### config.mk
export PLATFORM = sky130hd
export DESIGN_NAME = adc_limit_monitor
export DESIGN_NICKNAME = d
export VERILOG_FILES = /design/src/rtl/adc_mon_pkg.sv /design/src/rtl/limit_slot.sv /design/src/rtl/flag_bank.sv /design/src/rtl/adc_limit_monitor.sv
export SDC_FILE = /design/constraint.sdc
export NUM_CORES = 1
export LEC_CHECK = 0
export CAP_MARGIN = 20
export CORE_MARGIN = 2
export CORE_UTILIZATION = 57
export DETAILED_ROUTE_END_ITERATION = 12
export MAX_ROUTING_LAYER = met4
export PLACE_DENSITY = 0.9
export SYNTH_ARGS = -nofsm -noshare
export SYNTH_HDL_FRONTEND = slang
export SYNTH_SLANG_ARGS = --single-unit
### constraint.sdc
create_clock -name clk -period 2 [get_ports clk]
set_input_delay 0.4 -clock clk [delete_from_list [all_inputs] [get_ports clk]]
set_output_delay 0.4 -clock clk [all_outputs]
set_load 0.02 [all_outputs]
### src/rtl/adc_mon_pkg.sv
package adc_mon_pkg;
  localparam int NUM_FLAGS = 5;
  localparam int FL_DONE   = 0;
  localparam int FL_REF    = 1;
  localparam int FL_HI     = 2;
  localparam int FL_LO     = 3;
  localparam int FL_OVF    = 4;

  localparam int A_FLAGS   = 0;
  localparam int A_ENABLE  = 1;
  localparam int A_SLOT0   = 2;

  localparam int HIEN_BIT  = 28;
  localparam int LOEN_BIT  = 29;
endpackage

### src/rtl/limit_slot.sv
module limit_slot #(
  parameter int DATA_W   = 10,
  parameter int CHAN_W   = 4,
  parameter int REG_W    = 32,
  parameter int HIEN_POS = 28,
  parameter int LOEN_POS = 29
) (
  input  logic              clk,
  input  logic              rst,
  input  logic              cfg_wr,
  input  logic [REG_W-1:0]  wdata,
  input  logic              conv_valid,
  input  logic [DATA_W-1:0] conv_data,
  input  logic [CHAN_W-1:0] conv_chan,
  output logic              hit_hi,
  output logic              hit_lo,
  output logic [REG_W-1:0]  cfg_word
);
  localparam int LO_LSB = DATA_W;
  localparam int CH_LSB = 2 * DATA_W;

  logic [DATA_W-1:0] upper_q, lower_q;
  logic [CHAN_W-1:0] chan_q;
  logic              hien_q, loen_q;
  logic              chan_match;
  logic              unused_cfg;

  assign unused_cfg = ^wdata;

  always_ff @(posedge clk) begin
    if (rst) begin
      upper_q <= '0;
      lower_q <= '0;
      chan_q  <= '0;
      hien_q  <= 1'b0;
      loen_q  <= 1'b0;
    end else if (cfg_wr) begin
      upper_q <= wdata[DATA_W-1:0];
      lower_q <= wdata[LO_LSB +: DATA_W];
      chan_q  <= wdata[CH_LSB +: CHAN_W];
      hien_q  <= wdata[HIEN_POS];
      loen_q  <= wdata[LOEN_POS];
    end
  end

  always_comb begin
    chan_match = conv_valid && (conv_chan == chan_q);
    hit_hi     = chan_match && hien_q && (conv_data > upper_q);
    hit_lo     = chan_match && loen_q && (conv_data < lower_q);
  end

  always_comb begin
    cfg_word                     = '0;
    cfg_word[DATA_W-1:0]         = upper_q;
    cfg_word[LO_LSB +: DATA_W]   = lower_q;
    cfg_word[CH_LSB +: CHAN_W]   = chan_q;
    cfg_word[HIEN_POS]           = hien_q;
    cfg_word[LOEN_POS]           = loen_q;
  end
endmodule

### src/rtl/flag_bank.sv
module flag_bank #(
  parameter int NF = 5
) (
  input  logic          clk,
  input  logic          rst,
  input  logic [NF-1:0] set_vec,
  input  logic [NF-1:0] clr_vec,
  input  logic          en_wr,
  input  logic [NF-1:0] en_wdata,
  output logic [NF-1:0] flags,
  output logic [NF-1:0] enables,
  output logic          irq
);
  always_ff @(posedge clk) begin
    if (rst) begin
      flags   <= '0;
      enables <= '0;
      irq     <= 1'b0;
    end else begin
      flags <= (flags & ~clr_vec) | set_vec;
      if (en_wr) enables <= en_wdata;
      irq   <= |(flags & enables);
    end
  end
endmodule

### src/rtl/adc_limit_monitor.sv
module adc_limit_monitor
  import adc_mon_pkg::*;
#(
  parameter int DATA_W  = 10,
  parameter int CHAN_W  = 4,
  parameter int N_SLOTS = 4,
  parameter int ADDR_W  = 3,
  parameter int REG_W   = 32
) (
  input  logic              clk,
  input  logic              rst,
  input  logic              conv_valid,
  input  logic [DATA_W-1:0] conv_data,
  input  logic [CHAN_W-1:0] conv_chan,
  input  logic              conv_ovf,
  input  logic              ref_ready,
  input  logic              reg_wr,
  input  logic [ADDR_W-1:0] reg_addr,
  input  logic [REG_W-1:0]  reg_wdata,
  output logic [REG_W-1:0]  reg_rdata,
  output logic              irq
);
  logic [N_SLOTS-1:0]   slot_hi, slot_lo;
  logic [REG_W-1:0]     slot_cfg [N_SLOTS];
  logic [NUM_FLAGS-1:0] set_vec, clr_vec;
  logic [NUM_FLAGS-1:0] flags_q, en_q;
  logic                 flags_sel, en_sel;
  logic [REG_W-1:0]     rd_mux;
  logic                 unused_wbits;

  assign unused_wbits = ^reg_wdata;
  assign flags_sel    = reg_addr == ADDR_W'(A_FLAGS);
  assign en_sel       = reg_addr == ADDR_W'(A_ENABLE);

  for (genvar s = 0; s < N_SLOTS; s++) begin : g_slot
    limit_slot #(
      .DATA_W(DATA_W), .CHAN_W(CHAN_W), .REG_W(REG_W),
      .HIEN_POS(HIEN_BIT), .LOEN_POS(LOEN_BIT)
    ) u_slot (
      .clk       (clk),
      .rst       (rst),
      .cfg_wr    (reg_wr && (reg_addr == ADDR_W'(A_SLOT0 + s))),
      .wdata     (reg_wdata),
      .conv_valid(conv_valid),
      .conv_data (conv_data),
      .conv_chan (conv_chan),
      .hit_hi    (slot_hi[s]),
      .hit_lo    (slot_lo[s]),
      .cfg_word  (slot_cfg[s])
    );
  end

  always_comb begin
    set_vec          = '0;
    set_vec[FL_DONE] = conv_valid;
    set_vec[FL_REF]  = ref_ready;
    set_vec[FL_HI]   = |slot_hi;
    set_vec[FL_LO]   = |slot_lo;
    set_vec[FL_OVF]  = conv_valid && conv_ovf;
    clr_vec          = (reg_wr && flags_sel) ? reg_wdata[NUM_FLAGS-1:0] : '0;
  end

  flag_bank #(.NF(NUM_FLAGS)) u_flags (
    .clk     (clk),
    .rst     (rst),
    .set_vec (set_vec),
    .clr_vec (clr_vec),
    .en_wr   (reg_wr && en_sel),
    .en_wdata(reg_wdata[NUM_FLAGS-1:0]),
    .flags   (flags_q),
    .enables (en_q),
    .irq     (irq)
  );

  always_comb begin
    rd_mux = '0;
    if (flags_sel) rd_mux[NUM_FLAGS-1:0] = flags_q;
    if (en_sel)    rd_mux[NUM_FLAGS-1:0] = en_q;
    for (int s = 0; s < N_SLOTS; s++)
      if (reg_addr == ADDR_W'(A_SLOT0 + s)) rd_mux = slot_cfg[s];
  end

  always_ff @(posedge clk) begin
    if (rst) reg_rdata <= '0;
    else     reg_rdata <= rd_mux;
  end
endmodule

==> results.json <==
{
  "power_density_nw_per_um2": 738,
  "outcome": "finished clean",
  "cts_hold_buf": 0,
  "p_comb_share_pct": 13.2,
  "finish.instance_area_um2": 9750,
  "finalCriticalPeriod_ns": 1.99,
  "reg2reg_slack_ns": 0.09,
  "place_ws_ns": -0.486,
  "post_drt_via_cell_ratio": 5.90,
  "cts_num_sinks": 141,
  "fin_skew_ns": 0.00574,
  "grt_pass1_vias": 7155,
  "yosys_warnings": 0,
  "wl_um": 23000,
  "synthFlopType": "dfxtp_1",
  "power.internal_mw": 5.32,
  "vias": 7570,
  "worst-setup-path-type": "primary input to flop",
  "netlist_area_um2": 7670,
  "cap_viol_max_count": 0,
  "start_util_pct": 58.1,
  "numCtsBuffers": 17,
  "die_w_um": 120,
  "power_switching_mw": 1.88,
  "cp-end-kind": "flop",
  "dr.first_iter.drc_count": 780,
  "grt_usage_pct": 33.6,
  "grt_max_degree": 52,
  "grt_pass1_wl_um": 36600,
  "final_common_cell": "nand2_1",
  "ys_ff_latch": 141,
  "clk_pin_slew_ns": 0.06,
  "drc": 0,
  "vdd_drop_max_uv": 655,
  "seq_area_frac_synth_pct": 36.8,
  "post_cts_buffers": 0,
  "synth_edf_count": 0,
  "tightest_slew_ns": 0.534,
  "root_buffer": "clkbuf_16",
  "gr-total-overflow": 0,
  "syn_to_final_growth_pct": 27.2,
  "finalWorstSetupSlack_ns": 0.00745,
  "chipHeight_um": 120,
  "port_buffers": 75,
  "fmax_mhz": 502,
  "cp.required_ns": 2.36,
  "most-common-layout-cells": "nand2_1 (228), dfxtp_1 (141), a21oi_1 (132), inv_1 (81), ha_1 (75)",
  "cts_buffer_depth": 2,
  "grt_antenna_before_repair": 1,
  "slew_headroom_pct": 64.4,
  "async_reset_ff_share_pct": 0,
  "setup_viol": 0,
  "htree_levels": 4,
  "cp.arrival_ns": 2.35,
  "routabilityCongestion": 0.975,
  "worstSkewPairLatency_ns": 0.43,
  "period_share_pct": 99.6,
  "syn-instance-count": 973,
  "slew_violations": 0,
  "dp_hpwl_um": 16200,
  "core_um2": 13200,
  "p_sw_share_pct": 26.2,
  "dr.pass1.iters": 5,
  "finalNetCount": 1224,
  "die_area_um2": 14400,
  "critPathLaunchType": "primary input",
  "ant_nets": 0,
  "hp-class": "primary input to flop",
  "placed_cell_area_um2": 9070,
  "syn_avg_cell_area_um2": 7.88,
  "cts_tree": "done",
  "hold_viol_final": 0,
  "clkPwrFrac_pct": 46.3,
  "leakage_nw": 3.76,
  "ioPinCount": 88,
  "layout-drive-gt1-share_pct": 11.4,
  "sequentialPowerShare_pct": 40.5,
  "routedWlPerCell_um": 18.0,
  "rows": 42,
  "ys_types": 50,
  "crit_fanout": 6
}
==> path summary, 6_finish.rpt <==
check | start | to | depth (start not counted)
worst max-delay path | conv_data[7] | u_flags.flags[3]$_SDFF_PP0_ | 8
worst min-delay path | rst | g_slot[3].u_slot.lower_q[5]$_SDFFE_PP0P_ | 2
worst max register to register | g_slot[2].u_slot.lower_q[2]$_SDFFE_PP0P_ | u_flags.flags[3]$_SDFF_PP0_ | 8
worst min register to register | g_slot[3].u_slot.upper_q[2]$_SDFFE_PP0P_ | g_slot[3].u_slot.upper_q[2]$_SDFFE_PP0P_ | 2
==> logic make-up (layout without fill, tap and decap cells) <==
family	after synthesis	in the layout	share of synthesized area, %
compound gates	226	226	18.2
xor+xnor	16	16	1.83
fa+ha+maj	76	76	12.4
buf+inv	138	266	7.57
flops	141	141	36.8
mux	36	36	4.70
other cells	1	7	0.0489
simple gates	339	339	18.5
==> per-stage QoR <==
step / TNS, ns / total power, mW / hold slack (ns) / utilization (%) / cells
2_1_floorplan: 0 / 3.46 / 0.436 / - / 978
3_3_place_gp: -0.926 / 3.87 / 0.442 / 68.8 / 1250
3_5_place_dp: -0.997 / 3.89 / 0.447 / 68.8 / 1250
4_1_cts: 0 / 7.20 / 0.430 / 73.4 / 1282
5_1_grt: -0.0421 / 7.45 / 0.446 / 74.0 / 1283
6_report: 0 / 7.20 / 0.447 / 74.0 / 1283
==> synth_stat cells, types with 2 or more instances <==
cell type | count | area [um^2]
nand2_1 | 228 | 856
dfxtp_1 | 141 | 2820
a21oi_1 | 132 | 661
inv_1 | 81 | 304
ha_1 | 76 | 951
nor2_1 | 59 | 221
mux2i_1 | 36 | 360
clkbuf_1 | 26 | 97.6
o22a_1 | 21 | 184
buf_2 | 20 | 100
a211oi_1 | 18 | 135
a21o_1 | 16 | 120
xor2_1 | 12 | 105
buf_4 | 10 | 75.1
o21ai_0 | 10 | 50.1
nor3_1 | 9 | 45.0
nand3_1 | 8 | 40.0
nand4_1 | 8 | 50.1
o2111ai_1 | 5 | 43.8
and3_1 | 4 | 25.0
and4_1 | 4 | 35.0
nand2b_1 | 4 | 25.0
nor2b_1 | 4 | 25.0
o22ai_1 | 4 | 25.0
xnor2_1 | 4 | 35.0
o221ai_1 | 3 | 26.3
a2111oi_0 | 2 | 17.5
a221oi_1 | 2 | 17.5
a22oi_1 | 2 | 15.0
a31oi_1 | 2 | 12.5
and2_1 | 2 | 12.5
nand3b_1 | 2 | 15.0
==> power groups by stage <==
stage,Sequential (mW),Clock (mW),Combinational (mW)
2_1_floorplan,2.99,0,0.471
3_3_place_gp,2.98,0,0.898
3_5_place_dp,2.98,0,0.915
4_1_cts,2.92,3.36,0.923
5_1_grt,2.93,3.49,1.03
6_report,2.92,3.33,0.950
==> worst max-delay path: stages <==
cell and delay [ns]:
clkdlybuf4s50_1 0.39, buf_4 0.17, ha_1 0.31, a211oi_1 0.28, o2111ai_1 0.18, a311oi_1 0.36
a2111oi_2 0.08, a31oi_1 0.17
==> flip-flops by register name, indices dropped and copies added (netlist names) <==
name,count
g_slot.u_slot.chan_q,16
g_slot.u_slot.hien_q,4
g_slot.u_slot.loen_q,4
g_slot.u_slot.lower_q,40
g_slot.u_slot.upper_q,40
reg_rdata,26
u_flags.enables,5
u_flags.flags,5
u_flags.irq,1
==> layer usage <==
| layer | wire length, um | GRT usage [%] | vias to the layer above |
|---|---|---|---|
| met2 | 10700 | 52.3 | 395 |
| met3 | 1930 | 6.70 | 80 |
| met1 | 9570 | 42.4 | 3566 |
| met5 | 0 | - | - |
| li1 | - | - | 3529 |
| met4 | 855 | 14.6 | 0 |
==> area by class of cell <==
type / count / area (um^2)
Clock inverter: 14 / 180
Multi-Input combinational cell: 699 / 4330
Clock buffer: 18 / 439
Fill cell: 932 / 3440
Inverter: 81 / 304
Sequential cell: 141 / 2820
Tap cell: 176 / 220
Antenna cell: 1 / 2.50
Timing Repair Buffer: 153 / 1460
==> what timing repair did <==
| item | in CTS | in global routing |
|---|---|---|
| gates resized for setup | 1 | 15 |
| gates cloned | 0 | 0 |
| pin swaps | 0 | 6 |
| setup endpoints to repair | 1 | 2 |
Power figures use the tool's default switching activity.
